### src/rtl/blink_pkg.sv
package blink_pkg;

    typedef enum logic [1:0] {
        ST_OFF  = 2'd0,
        ST_SHOW = 2'd1,
        ST_HIDE = 2'd2
    } blink_state_t;

    // Number of visible fields in a period for a given duty code.
    function automatic int unsigned visible_len(int unsigned period, logic [1:0] duty);
        return (period * int'(duty)) / 4;
    endfunction

endpackage

### src/rtl/blink_field_counter.sv
module blink_field_counter #(
    parameter int unsigned LONG_FIELDS  = 64,
    parameter int unsigned SHORT_FIELDS = 32,
    parameter int unsigned CNT_W        = 6
) (
    input  logic             clk,
    input  logic             rst_n,
    input  logic             field_pulse_i,
    input  logic             short_sel_i,
    output logic [CNT_W-1:0] cnt_q_o,
    output logic [CNT_W-1:0] cnt_next_o
);

    localparam logic [CNT_W-1:0] LAST_LONG  = CNT_W'(LONG_FIELDS - 1);
    localparam logic [CNT_W-1:0] LAST_SHORT = CNT_W'(SHORT_FIELDS - 1);

    logic [CNT_W-1:0] cnt_q;
    logic [CNT_W-1:0] cnt_n;
    logic [CNT_W-1:0] last_val;
    logic             prev_short_q;
    logic             restart;

    always_comb begin
        last_val = short_sel_i ? LAST_SHORT : LAST_LONG;
        restart  = (short_sel_i != prev_short_q);
        if (restart) begin
            cnt_n = '0;
        end else if (field_pulse_i) begin
            cnt_n = (cnt_q >= last_val) ? '0 : cnt_q + 1'b1;
        end else begin
            cnt_n = cnt_q;
        end
    end

    always_ff @(posedge clk or negedge rst_n) begin
        if (!rst_n) begin
            cnt_q        <= '0;
            prev_short_q <= 1'b0;
        end else begin
            cnt_q        <= cnt_n;
            prev_short_q <= short_sel_i;
        end
    end

    assign cnt_q_o    = cnt_q;
    assign cnt_next_o = cnt_n;

    AST_CNT_IN_RANGE: assert property (@(posedge clk) disable iff (!rst_n)
        cnt_q <= LAST_LONG);
    AST_CNT_HOLD: assert property (@(posedge clk) disable iff (!rst_n)
        (!field_pulse_i && !restart) |=> $stable(cnt_q));
    AST_CNT_STEP: assert property (@(posedge clk) disable iff (!rst_n)
        (field_pulse_i && !restart && cnt_q < last_val) |=> (cnt_q == $past(cnt_q) + 1'b1));
    AST_PERIOD_RESTART: assert property (@(posedge clk) disable iff (!rst_n)
        restart |=> (cnt_q == '0));

endmodule

### src/rtl/blink_phase_fsm.sv
module blink_phase_fsm
    import blink_pkg::*;
#(
    parameter int unsigned LONG_FIELDS  = 64,
    parameter int unsigned SHORT_FIELDS = 32,
    parameter int unsigned CNT_W        = 6
) (
    input  logic             clk,
    input  logic             rst_n,
    input  logic [CNT_W-1:0] cnt_q_i,
    input  logic [CNT_W-1:0] cnt_next_i,
    input  logic             short_sel_i,
    input  logic [1:0]       duty_i,
    input  logic             blink_en_i,
    output logic             hide_o
);

    blink_state_t state_q;
    blink_state_t state_n;
    logic [CNT_W:0] vis_len;
    logic           past_vis;
    logic           active;

    always_comb begin
        vis_len  = (CNT_W+1)'(visible_len(short_sel_i ? SHORT_FIELDS : LONG_FIELDS, duty_i));
        past_vis = ({1'b0, cnt_next_i} >= vis_len);
        active   = blink_en_i && (duty_i != 2'b00);
    end

    // Next-state logic
    always_comb begin
        state_n = state_q;
        if (!active) begin
            state_n = ST_OFF;                                 // HALT
        end else begin
            unique case (state_q)
                ST_OFF:  state_n = past_vis ? ST_HIDE : ST_SHOW; // RESUME
                ST_SHOW: state_n = past_vis ? ST_HIDE : ST_SHOW; // FADE
                ST_HIDE: state_n = past_vis ? ST_HIDE : ST_SHOW; // WRAP
                default: state_n = ST_OFF;
            endcase
        end
    end

    // State register
    always_ff @(posedge clk or negedge rst_n) begin
        if (!rst_n) begin
            state_q <= ST_OFF;
        end else begin
            state_q <= state_n;
        end
    end

    // Outputs
    always_comb begin
        unique case (state_q)
            ST_HIDE: hide_o = 1'b1;
            default: hide_o = 1'b0;
        endcase
    end

    AST_OFF_NO_ENABLE: assert property (@(posedge clk) disable iff (!rst_n)
        !blink_en_i |=> (state_q == ST_OFF));
    AST_OFF_DUTY_ZERO: assert property (@(posedge clk) disable iff (!rst_n)
        (duty_i == 2'b00) |=> (state_q == ST_OFF));
    AST_WRAP_SHOWS: assert property (@(posedge clk) disable iff (!rst_n)
        (cnt_q_i == '0 && state_q != ST_OFF) |-> (state_q == ST_SHOW));
    AST_STATE_LEGAL: assert property (@(posedge clk) disable iff (!rst_n)
        (state_q == ST_OFF || state_q == ST_SHOW || state_q == ST_HIDE));

endmodule

### src/rtl/blink_char_gate.sv
module blink_char_gate #(
    parameter int unsigned LANES = 4
) (
    input  logic             hide_i,
    input  logic [LANES-1:0] char_blink_i,
    output logic [LANES-1:0] char_show_o
);

    for (genvar g = 0; g < LANES; g++) begin : g_lane
        assign char_show_o[g] = !(char_blink_i[g] && hide_i);
    end

endmodule

### src/rtl/blink_timer.sv
module blink_timer
    import blink_pkg::*;
#(
    parameter int unsigned LONG_FIELDS  = 64,
    parameter int unsigned SHORT_FIELDS = 32,
    parameter int unsigned LANES        = 4
) (
    input  logic             clk,
    input  logic             rst_n,
    input  logic             field_pulse,
    input  logic [2:0]       blink_sel,
    input  logic             blink_en,
    input  logic [LANES-1:0] char_blink,
    output logic [LANES-1:0] char_show,
    output logic             blink_wave
);

    localparam int unsigned CNT_W = $clog2(LONG_FIELDS);

    logic [CNT_W-1:0] cnt_q;
    logic [CNT_W-1:0] cnt_next;
    logic             hide;

    blink_field_counter #(
        .LONG_FIELDS (LONG_FIELDS),
        .SHORT_FIELDS(SHORT_FIELDS),
        .CNT_W       (CNT_W)
    ) u_counter (
        .clk          (clk),
        .rst_n        (rst_n),
        .field_pulse_i(field_pulse),
        .short_sel_i  (blink_sel[2]),
        .cnt_q_o      (cnt_q),
        .cnt_next_o   (cnt_next)
    );

    blink_phase_fsm #(
        .LONG_FIELDS (LONG_FIELDS),
        .SHORT_FIELDS(SHORT_FIELDS),
        .CNT_W       (CNT_W)
    ) u_fsm (
        .clk        (clk),
        .rst_n      (rst_n),
        .cnt_q_i    (cnt_q),
        .cnt_next_i (cnt_next),
        .short_sel_i(blink_sel[2]),
        .duty_i     (blink_sel[1:0]),
        .blink_en_i (blink_en),
        .hide_o     (hide)
    );

    blink_char_gate #(
        .LANES(LANES)
    ) u_gate (
        .hide_i      (hide),
        .char_blink_i(char_blink),
        .char_show_o (char_show)
    );

    assign blink_wave = hide;

    AST_SHORT_RANGE: assert property (@(posedge clk) disable iff (!rst_n)
        ($past(blink_sel[2]) && blink_sel[2]) |-> (cnt_q < CNT_W'(SHORT_FIELDS)));
    AST_WAVE_AFTER_RESET: assert property (@(posedge clk) disable iff (!rst_n)
        $rose(rst_n) |-> !blink_wave);

endmodule

### config.mk
export PLATFORM = sky130hd
export DESIGN_NAME = blink_timer
export DESIGN_NICKNAME = d
export VERILOG_FILES = /design/src/rtl/blink_pkg.sv /design/src/rtl/blink_field_counter.sv /design/src/rtl/blink_phase_fsm.sv /design/src/rtl/blink_char_gate.sv /design/src/rtl/blink_timer.sv
export SDC_FILE = /design/constraint.sdc
export NUM_CORES = 1
export LEC_CHECK = 0
export ABC_AREA = 1
export BUFFER_PORTS_ARGS = -buffer_cell sky130_fd_sc_hd__buf_2
export CORE_MARGIN = 3
export CORE_UTILIZATION = 45
export DETAILED_ROUTE_END_ITERATION = 8
export PLACE_DENSITY = 0.76
export SYNTH_ARGS = -nofsm -noshare
export SYNTH_HDL_FRONTEND = slang
export SYNTH_SLANG_ARGS = --single-unit
### constraint.sdc
create_clock -name clk -period 1.9 [get_ports clk]
set_input_delay 0.285 -clock clk [delete_from_list [all_inputs] [get_ports clk]]
set_output_delay 0.285 -clock clk [all_outputs]
set_load 0.02 [all_outputs]
* After elaboration in Yosys (flattened, before gate mapping)
Cells that the tools add are included. W data, S select, Z words.
Word-level totals: logic and storage cells 31, output and inout bits 5, register bits 9, input bits 11
Operators by class: multiplexer cells 9, magnitude comparators 2, add/subtract/negate cells 1, $mul 1, equal/unequal tests 3, reductions and logical operators 12
Operators by type and width (count):
- $mul A32 B2 Y9 | 1
- $mux W6 | 4
- $ge A6 B7 Y1 | 1
- $mux W7 | 1
- $add A6 B1 Y6 const B | 1
- $ge A6 B6 Y1 | 1
- $mux W2 | 3
- $logic_and A1 B1 Y1 | 5
- $logic_not A1 Y1 | 4
- $reduce_or A3 Y1 | 1
- $eq A2 B1 Y1 const B | 1
- $eq A2 B2 Y1 const B | 1
- $logic_not A2 Y1 | 1
- $reduce_bool A2 Y1 | 1
- $mux W1 | 1
- $ne A1 B1 Y1 | 1

* Logic depth before layout (Yosys ltp)
Gate-level depths: netlist (run 1).
word-level depth 9, depth in mapped cells 14, depth with buffers taken out 13

* Modules after synthesis
Synthesis (run 1) repeated with hierarchy kept, for this count alone.
Unflattened totals: cell total of the unflattened synthesis 84, area total of the unflattened synthesis 638.1 µm²
By module, submodules not included:
- blink_field_counter | sequential area each 175.2 µm², cells an instance 46, area an instance 406.6 µm², instances 1
- blink_phase_fsm | sequential area each 50.0 µm², cells an instance 34, area an instance 216.5 µm², instances 1
- blink_char_gate | sequential area each 0.0 µm², cells an instance 4, area an instance 15.0 µm², instances 1

* Least setup slack after synthesis (run 1)
OpenSTA, ideal clock, no wires.
kind flip-flop to flip-flop, from register u_counter.cnt_q[5] (netlist: u_counter.cnt_q_o[5]), to register u_fsm.state_q[1], library setup time 113 ps, buffers on the path 0, required time 1787 ps, arrival 1651 ps, clock period less this slack 1764 ps, path slack 136 ps, cell stages (with the launch flop) 14, cells stage by stage dfrtp_1 > ha_1 > nand2_1 > o21bai_1 > nand2_1 > nand2_1 > nor2_1 > ha_1 > nand2_1 > nand3b_1 > nand2_1 > o21ai_0 > nand2_1 > inv_1
On the way: cells in the longest elaborated chain, start to end 8, elaborated cells on any way between the ends 9, classes of those cells add/sub: 1; order compare: 2; mux: 6
RTL lines:
- start: declaration | RTL line blink_field_counter.sv:17 | logic [CNT_W-1:0] cnt_q;
- start signal: assignment | RTL line blink_field_counter.sv:40 | cnt_q <= cnt_n;
- $ge A6 B6 Y1 | RTL line blink_field_counter.sv:29 | cnt_n = (cnt_q >= last_val) ? '0 : cnt_q + 1'b1;
- $mux W6 | RTL line blink_field_counter.sv:29
- $mux W6 | RTL line blink_field_counter.sv:28 | end else if (field_pulse_i) begin
- $mux W6 | RTL line blink_field_counter.sv:26 | if (restart) begin
- via cnt_next[3] | RTL line blink_timer.sv:21 | logic [CNT_W-1:0] cnt_next;
- $ge A6 B7 Y1 | RTL line blink_phase_fsm.sv:26 | past_vis = ({1'b0, cnt_next_i} >= vis_len);
- $mux W2 | RTL line blink_phase_fsm.sv:37, blink_phase_fsm.sv:38, blink_phase_fsm.sv:39
- $mux W2
- $mux W2 | RTL line blink_phase_fsm.sv:33 | if (!active) begin
- via u_fsm.state_n[1] | RTL line blink_phase_fsm.sv:19 | blink_state_t state_n;
- end signal: assignment | RTL line blink_phase_fsm.sv:50 | state_q <= state_n;
- end: declaration | RTL line blink_phase_fsm.sv:18 | blink_state_t state_q;
The timed path passes the listed nets, and every way through them passes these cells.

* Worst setup path after layout (run 1)
from register u_counter.cnt_q[0] (netlist: u_counter.cnt_q_o[0]), to register u_fsm.state_q[1]
On the way: cells in the longest elaborated chain, start to end 8, elaborated cells on any way between the ends 9, classes of those cells add/sub: 1; order compare: 2; mux: 6
RTL lines (RTL line):
- $add A6 B1 Y6 / $ge A6 B6 Y1 (equally long branches) | blink_field_counter.sv:29
- $mux W6 * | blink_field_counter.sv:29
- $mux W6 * | blink_field_counter.sv:28
- $mux W6 * | blink_field_counter.sv:26
- via cnt_next[4] | blink_timer.sv:21
- $ge A6 B7 Y1 * | blink_phase_fsm.sv:26
- $mux W2 * | blink_phase_fsm.sv:37, blink_phase_fsm.sv:38, blink_phase_fsm.sv:39
- $mux W2 *
- $mux W2 * | blink_phase_fsm.sv:33
- via u_fsm.state_n[1] | blink_phase_fsm.sv:19
Mark *: on every way through the listed nets, which the timed path passes. The rest lies on a longest branch.

==> results of run 1 <==
==> sequential cells by signal (all words and copies together), names as in the netlist <==
name                    count
u_counter.prev_short_q      1
u_counter.cnt_q_o           6
u_fsm.state_q               2
==> timing repair <==
item	in CTS	in global routing
buffers inserted	0	1
hold buffers	1	0
setup endpoints to repair	0	2
resized for setup	0	3
endpoints found under the hold margin	9	0
==> through the flow <==
stage,utilization (%),std cells,instance area (um2)
3_5_place_dp,60.1,111,722
3_3_place_gp,60.1,111,722
2_1_floorplan,-,80,618
4_1_cts,63.1,116,758
6_report,64.2,117,771
5_1_grt,64.2,117,771
==> critical path: cells and delay by family, from the launching register on <==
kind                     cells  cell delay, ps
AND/OR/NAND/NOR              6             520
adder cells (fa/ha/maj)      2             540
buffers and inverters        1              30
AO/OA/AOI/OAI                2             220
flip-flops                   1             380
==> cells by family after synthesis <==
logic type,synth area share (%)
xor+xnor,4.25
simple gates,29.4
flops,36.4
fa+ha+maj,14.2
compound gates,4.45
mux,1.62
buf+inv,9.72
==> routing by layer <==
layer	up-vias	track usage [%]	share of wire, %
li1	295	-	-
met5	-	0	0
met2	4	24.9	53
met3	0	2.54	0.98
met1	246	18.2	46
met4	0	5.42	0
==> cell type report <==
| cell class | count | area share, % |
|---|---|---|
| Clock buffer | 4 | 3.41 |
| Inverter | 13 | 6.33 |
| Multi-Input combinational cell | 57 | 43.8 |
| Sequential cell | 9 | 29.2 |
| Tap cell | 14 | 2.27 |
| Timing Repair Buffer | 20 | 14.9 |
==> path summary, 6_finish.rpt <==
| kind | startpoint | endpoint | slack [ps] | depth (start not counted) |
|---|---|---|---|---|
| worst max-delay path | u_counter.cnt_q_o[0] | u_fsm.state_q[1] | 110 | 11 |
| worst min-delay path | blink_sel[2] | u_counter.prev_short_q | 220 | 1 |
| worst max register to register | u_counter.cnt_q_o[0] | u_fsm.state_q[1] | 110 | 11 |
| worst min register to register | u_counter.cnt_q_o[1] | u_counter.cnt_q_o[1] | 570 | 2 |
| max in group asynchronous | rst_n | u_counter.cnt_q_o[5] | 1310 | 2 |
| min in group asynchronous | rst_n | u_counter.cnt_q_o[2] | 420 | 2 |
==> cells in the final DEF (no fill, tap or decap), drive strengths merged, types with 2 or more instances in the layout <==
| cell type | synthesis | routed |
|---|---|---|
| nand2 | 22 | 22 |
| buf | 1 | 19 |
| inv | 13 | 13 |
| nor2 | 13 | 13 |
| dfrtp | 9 | 9 |
| ha | 7 | 7 |
| clkbuf | 0 | 4 |
| nand3 | 3 | 3 |
| xnor2 | 3 | 3 |
| a21oi | 2 | 2 |
| o21ai | 2 | 2 |
==> power groups by stage <==
stage | logic [mW] | registers, mW | clock network [mW]
after global placement | 0.0900 | 0.213 | 0
final | 0.0957 | 0.210 | 0.139
after CTS | 0.0961 | 0.210 | 0.141
after floorplan | 0.0546 | 0.213 | 0
after global routing | 0.110 | 0.211 | 0.160
after detailed placement | 0.0944 | 0.213 | 0
==> reports/metrics.csv, run 1 <==
metric;value;unit
status;complete, no violations;
min Tclk post-route;1790;ps
# DRC;0;
Final Slew Violations;0;
Overall Power;0.444;mW
Sw Ratio;26.4;%
worst hold-check path type;in -> reg;
Final Setup Violations;0;
antenna violations before repair;0;
later-pin clock latency in the skew report;250;ps
Port Buffer Count;15;
Netlist cell types;17;
diode count;0;
share of the synthesized area in the top cell type;36.4;%
CP Class;reg -> reg;
Logic pwr share;21.6;%
Cells after Synth;80;
Avg WL per Cell;9.60;um
initial core utilization;51.5;%
drt first pass iters;4;
Worst Path Required;2040;ps
most common cell in the netlist;nand2_1;
clock buffer depth;2;
number of global-route vias before repair;513;
first-pass GRT wire length;2010;um
final worst-path cycle share;94.4;%
post-synthesis sequential area ratio;36.4;%
Max Fclk;557;MHz
CP max FO;3;
via count of the routed design;545;
crit path launch type;flop;
final hold violation count;0;
top post-synthesis cells by area;dfrtp_1 (36%), ha_1 (14%), nand2_1 (13%), inv_1 (7.9%), nor2_1 (7.3%);
largest net degree at the start of global routing;10;
setup_tns;0;ps
Final WS setup;106;ps
max-capacitance violation count;0;
clock transition at the registers of the reported paths;60;ps
Iteration-0 DRC Markers;3;
switching power;0.117;mW
DIE HEIGHT;43.1;um
root buffer cell;clkbuf_4;
Placer Congestion;0.729;
num ports;16;
number of synthesized register bits;9;
DP HPWL;997;um
total global-route track usage;14.6;%
CTS tree;yes;
total grt overflow;0;
Layout area overhead;24.7;%
WL final;1120;um
Syn Nets;98;
# clock sinks;9;
H-tree depth;1;
Fillers;121;
Placement Setup Slack;6.39;ps
Die W;43.1;um
Synth Warn #;0;
Reg power frac;47.2;%
FF/Latch Area;225;um2
post-synth top area cell;dfrtp_1;
Final nets;122;
CP max stage cell;dfrtp_1;
FP Rows;12;
worst slew pin tran;276;ps
worst vdd ir;0.000430;V
ys async rst share;100;%
Slew headroom;81.5;%
Int Pwr;0.327;mW
Post-synth EDFFs;0;
leakage;0.426;nW
Final ANT Viol Nets;0;
critical path cell sequence;ha_1 -> and3_4 -> a21oi_1 -> nor2_2 -> ha_1 -> nand2_1 -> nand3b_1 -> nand2_1 -> o21ai_1 -> nand2_1 -> inv_1;
Mean Syn Cell Area;7.73;um2
Die ar.;0.00185;mm2
Power Density;576;mW/mm2
Most used DFF post-synth;dfrtp_1;
Cell Area, Synth;618;um2
clock share of power;31.2;%
critical path's largest stage delay;380;ps
layout cells sized above 1;26.2;%
core area;0.00120;mm2
worst hold margin;219;ps
worst clock skew;0.973;ps
most frequent cells after synthesis;nand2_1 (21), inv_1 (13), nor2_1 (12), dfrtp_1 (9), ha_1 (7);
drt via density;4.66;
CTS Buf Count;3;
cell mode on critical path;nand2_1;
crit path DAT;1940;ps
area occupied by multi-input gates;338;um2
Crit. End Element;flop;
Power figures use the tool's default switching activity.
==> inputs of run 2 (changes only) <==
--- a/config.mk
+++ b/config.mk
@@ -10,7 +10,7 @@
 export CORE_MARGIN = 3
 export CORE_UTILIZATION = 45
 export DETAILED_ROUTE_END_ITERATION = 8
-export PLACE_DENSITY = 0.76
+export PLACE_DENSITY = 0.84
 export SYNTH_ARGS = -nofsm -noshare
 export SYNTH_HDL_FRONTEND = slang
 export SYNTH_SLANG_ARGS = --single-unit
==> reports/metrics.csv, run 2 (same netlist as run 1, synthesis figures left out) <==
metric;value;unit
worst clock skew;9.82;ps
CP Class;reg -> reg;
drt via density;4.81;
CP Launch Point;u_counter.cnt_q_o[5];
reg2reg end;u_fsm.state_q[1];
status;complete, no violations;
Crit. End Element;flop;
Buf+Inv Stages, Crit Path;1;
Port Buffer Count;15;
final hold violation count;0;
critical path cell sequence;ha_1 -> nand2_1 -> o21bai_1 -> nand2_1 -> nand2_2 -> nor2_2 -> ha_1 -> nand2_1 -> nand3b_1 -> nand2_1 -> o21ai_2 -> nand2_1 -> inv_1;
critical path's largest stage delay;380;ps
Final Slew Violations;0;
total global-route track usage;14.4;%
FF-to-FF Start;u_counter.cnt_q_o[5];
clock buffer depth;2;
Max Fclk;555;MHz
leading cell type in the layout, fill and taps excluded;nand2_1;
Setup crit end;u_fsm.state_q[1];
post-layout util;65.7;%
WL final;1260;um
Logic pwr share;22.6;%
FP Rows;12;
Die ar.;0.00185;mm2
total grt overflow;0;
root buffer cell;clkbuf_4;
worst r2r path cells;13;
layout cells sized above 1;30.8;%
Final Setup Violations;0;
drt first pass iters;2;
max reg flops;6;
Die W;43.1;um
Power Density;579;mW/mm2
initial core utilization;51.5;%
Overall Power;0.457;mW
min Tclk post-route;1800;ps
max-capacitance violation count;0;
worst hold margin;301;ps
crit path launch type;flop;
Reg power frac;46.1;%
setup_tns;0;ps
switching power;0.125;mW
clock transition at the registers of the reported paths;60;ps
Sw Ratio;27.4;%
most frequent cells in the layout;nand2_1 (20), buf_2 (15), inv_1 (13);
Int Pwr;0.332;mW
Final nets;123;
diode count;0;
later-pin clock latency in the skew report;260;ps
crit path DAT;1960;ps
Final ANT Viol Nets;0;
H-tree depth;1;
first-pass GRT wire length;1960;um
CTS Buf Count;3;
core area;0.00120;mm2
Slew headroom;79.8;%
# clock sinks;9;
clock share of power;31.4;%
DP HPWL;993;um
final worst-path cycle share;94.8;%
Avg WL per Cell;10.7;um
worst vdd ir;0.000285;V
# DRC;0;
largest net degree at the start of global routing;10;
antenna violations before repair;0;
via count of the routed design;567;
placed inst area;714;um2
r2r setup slk;100;ps
CTS tree;yes;
Worst Path Required;2060;ps
Placer Congestion;0.786;
cell mode on critical path;nand2_1;
Iteration-0 DRC Markers;11;
Crit path max-delay family;adder cells;
worst slew pin tran;302;ps
DIE HEIGHT;43.1;um
CP max FO;3;
leakage;0.429;nW
Layout area overhead;27.7;%
number of global-route vias before repair;515;
CP max stage cell;dfrtp_1;
instance count on the critical path;13;
Design Area, Final;790;um2
worst hold-check path type;in -> reg;
num ports;16;
[run 2: changes by cell type in the layout (fill, tap and decap cells not counted)]
| cell | previous run | this run |
|---|---|---|
| ha_1 | 7 | 6 |
| ha_2 | 0 | 1 |
| o21ai_2 | 0 | 1 |
| o21ai_1 | 1 | 0 |
| nor2_2 | 1 | 3 |
| buf_4 | 4 | 5 |
| nor2_1 | 11 | 9 |
[run 2: per-stage QoR]
stage	instances	setup slack (ps)
floorplan	80	136
global route	118	-44.2
finish	118	99.0
detailed placement	110	32.2
global placement	110	63.9
CTS	115	26.5
[run 2: power groups by stage]
stage / clock [mW] / sequential, mW / combinational, mW
final: 0.143 / 0.210 / 0.103
after global placement: 0 / 0.214 / 0.0821
after global routing: 0.157 / 0.212 / 0.115
after floorplan: 0 / 0.213 / 0.0546
after CTS: 0.146 / 0.212 / 0.0895
after detailed placement: 0 / 0.215 / 0.0874
[run 2: timing repair]
item                                    4_1_cts  5_1_grt
hold endpoints to repair                      9        0
gates resized for setup                       0        7
buffers inserted                              0        3
hold buffers                                  1        0
endpoints found under the setup margin        0        2
[run 2: per-layer routing]
layer / vias up / routed length [um] / global-route usage [%]
met3: 0 / 18 / 3.81
li1: 292 / - / -
met2: 6 / 683 / 25.7
met5: - / 0 / 0
met1: 269 / 560 / 14.5
met4: 0 / 0 / 9.04
[run 2: worst min path at each step]
stage,start,end,slack (ps),depth (start not counted)
6_report,blink_sel[2],u_counter.prev_short_q,300,2
5_1_grt,blink_sel[2],u_counter.prev_short_q,310,2
4_1_cts,blink_sel[2],u_counter.prev_short_q,300,2
3_5_place_dp,rst_n,u_counter.prev_short_q,140,1
3_3_place_gp,rst_n,u_counter.cnt_q_o[0],140,1
2_1_floorplan,rst_n,u_counter.cnt_q_o[0],-10,0
[run 2: final cells by class]
| cell class | count | area [um2] |
|---|---|---|
| Timing Repair Buffer | 21 | 123 |
| Fill cell | 94 | 412 |
| Inverter | 13 | 48.8 |
| Multi-Input combinational cell | 57 | 349 |
| Sequential cell | 9 | 225 |
| Clock buffer | 4 | 26.3 |
| Tap cell | 14 | 17.5 |
==> inputs of run 3 (changes only) <==
--- a/config.mk
+++ b/config.mk
@@ -7,8 +7,11 @@
 export LEC_CHECK = 0
 export ABC_AREA = 1
 export BUFFER_PORTS_ARGS = -buffer_cell sky130_fd_sc_hd__buf_2
+export CELL_PAD_IN_SITES_DETAIL_PLACEMENT = 1
+export CELL_PAD_IN_SITES_GLOBAL_PLACEMENT = 2
+export CORE_ASPECT_RATIO = 1.1
 export CORE_MARGIN = 3
-export CORE_UTILIZATION = 45
+export CORE_UTILIZATION = 25
 export DETAILED_ROUTE_END_ITERATION = 8
 export PLACE_DENSITY = 0.84
 export SYNTH_ARGS = -nofsm -noshare
==> reports/metrics.csv, run 3 (same netlist as run 1, synthesis figures left out) <==
metric;value;unit
Layout area overhead;40.5;%
Design Area, Final;868;um2
status;complete, no violations;
Power Density;537;mW/mm2
final worst-path cycle share;96.4;%
total global-route track usage;10.8;%
num ports;16;
Final Setup Violations;0;
diode count;0;
DIE HEIGHT;58.2;um
routed wl met3;17;um
Crit. End Element;flop;
max layer used;met4;
CP Class;reg -> reg;
Die W;53.4;um
crit path launch type;flop;
drt via density;4.26;
Slew headroom;80.3;%
clock buffer depth;2;
final hold violation count;0;
CP max FO;3;
setup_tns;0;ps
layout cells sized above 1;35.8;%
Final Slew Violations;0;
Worst Path Required;2030;ps
antenna violations before repair;0;
core area;0.00230;mm2
worst clock skew;0.330;ps
DP HPWL;1200;um
Iteration-0 DRC Markers;1;
Max Fclk;546;MHz
Port Buffer Count;15;
leakage;0.447;nW
total grt overflow;0;
later-pin clock latency in the skew report;250;ps
drt first pass iters;2;
clock transition at the registers of the reported paths;60;ps
CTS Buf Count;3;
placed inst area;742;um2
FP Rows;18;
worst vdd ir;0.000218;V
via count of the routed design;580;
max reg flops;6;
Avg WL per Cell;11.0;um
Overall Power;0.466;mW
number of global-route vias before repair;601;
crit path DAT;1970;ps
min Tclk post-route;1830;ps
worst hold-check path type;in -> reg;
worst slew pin tran;293;ps
root buffer cell;clkbuf_4;
DP Cell Count;127;
Final nets;125;
leading cell type in the layout, fill and taps excluded;nand2_1;
worst hold margin;295;ps
largest net degree at the start of global routing;10;
first-pass GRT wire length;2480;um
M1 wire length;610;um
Fillers;288;
CTS tree;yes;
Final ANT Viol Nets;0;
# DRC;0;
initial core utilization;26.9;%
unrepaired setup endpoints after global routing;yes;
Die ar.;0.00311;mm2
H-tree depth;1;
# clock sinks;9;
met2 WL;843;um
WL final;1490;um
Placer Congestion;0.752;
max-capacitance violation count;0;
final cell count without fillers;136;
most frequent cells in the layout;nand2_1 (19), buf_2 (15), inv_1 (13);
[run 3: cell types whose count changed in the layout (fill, tap and decap cells not counted), sizes merged]
cell | before | now
buf | 20 | 22
[run 3: report_power, final]
group | switching [mW] | internal [mW]
Sequential | 0.0102 | 0.203
Clock | 0.0576 | 0.0803
Combinational | 0.0609 | 0.0539
[run 3: area by class of cell]
cell class                 count  area, um2  area share [%]
multi-input combinational     57        393            45.2
sequential                     9        225            25.9
timing repair buffer          23        138            15.9
inverter                      13       48.8            5.62
tap                           30       37.5            4.32
clock buffer                   4       26.3            3.03
[run 3: critical path, cell delays in order (launching register included)]
cell and delay, ps:
dfrtp_1 400, ha_1 290, nand2_1 60, o21bai_1 120, nand2_1 80, nand2_2 120, nor2_4 50, ha_4 260
nand2_1 50, nand3b_1 90, nand2_1 70, o21ai_2 60, nor2_1 70
[run 3: path summary, 6_finish.rpt]
path	from	to	slack, ps	cells past startpoint
worst max register to register	u_counter.cnt_q_o[5]	u_fsm.state_q[0]	70	12
min in group asynchronous	rst_n	u_counter.cnt_q_o[1]	410	2
worst min register to register	u_fsm.state_q[1]	u_fsm.state_q[0]	600	5
max in group asynchronous	rst_n	u_fsm.state_q[1]	1320	2
worst max-delay path	u_counter.cnt_q_o[5]	u_fsm.state_q[0]	70	12
worst min-delay path	blink_sel[2]	u_counter.prev_short_q	300	2
[run 3: what timing repair did]
item	in CTS	in global routing
gates resized for setup	2	12
endpoints found under the hold margin	9	0
pin swaps	0	9
setup endpoints to repair	2	2
setup buffers	1	3
hold buffers	1	0
[run 3: through the flow]
stage                     util [%]  worst slack (ps)
after global placement        32.3             -18.4
after global routing          37.8             -87.1
after detailed placement      32.3             -47.8
after CTS                     34.3              8.19
final                         37.8              67.5
after floorplan                  -               136
[run 3: metal layers]
layer,track usage [%],vias to the layer above
li1,-,298
met1,12.4,274
met2,19.4,6
met3,0.771,2
met4,5.47,0
met5,0,-
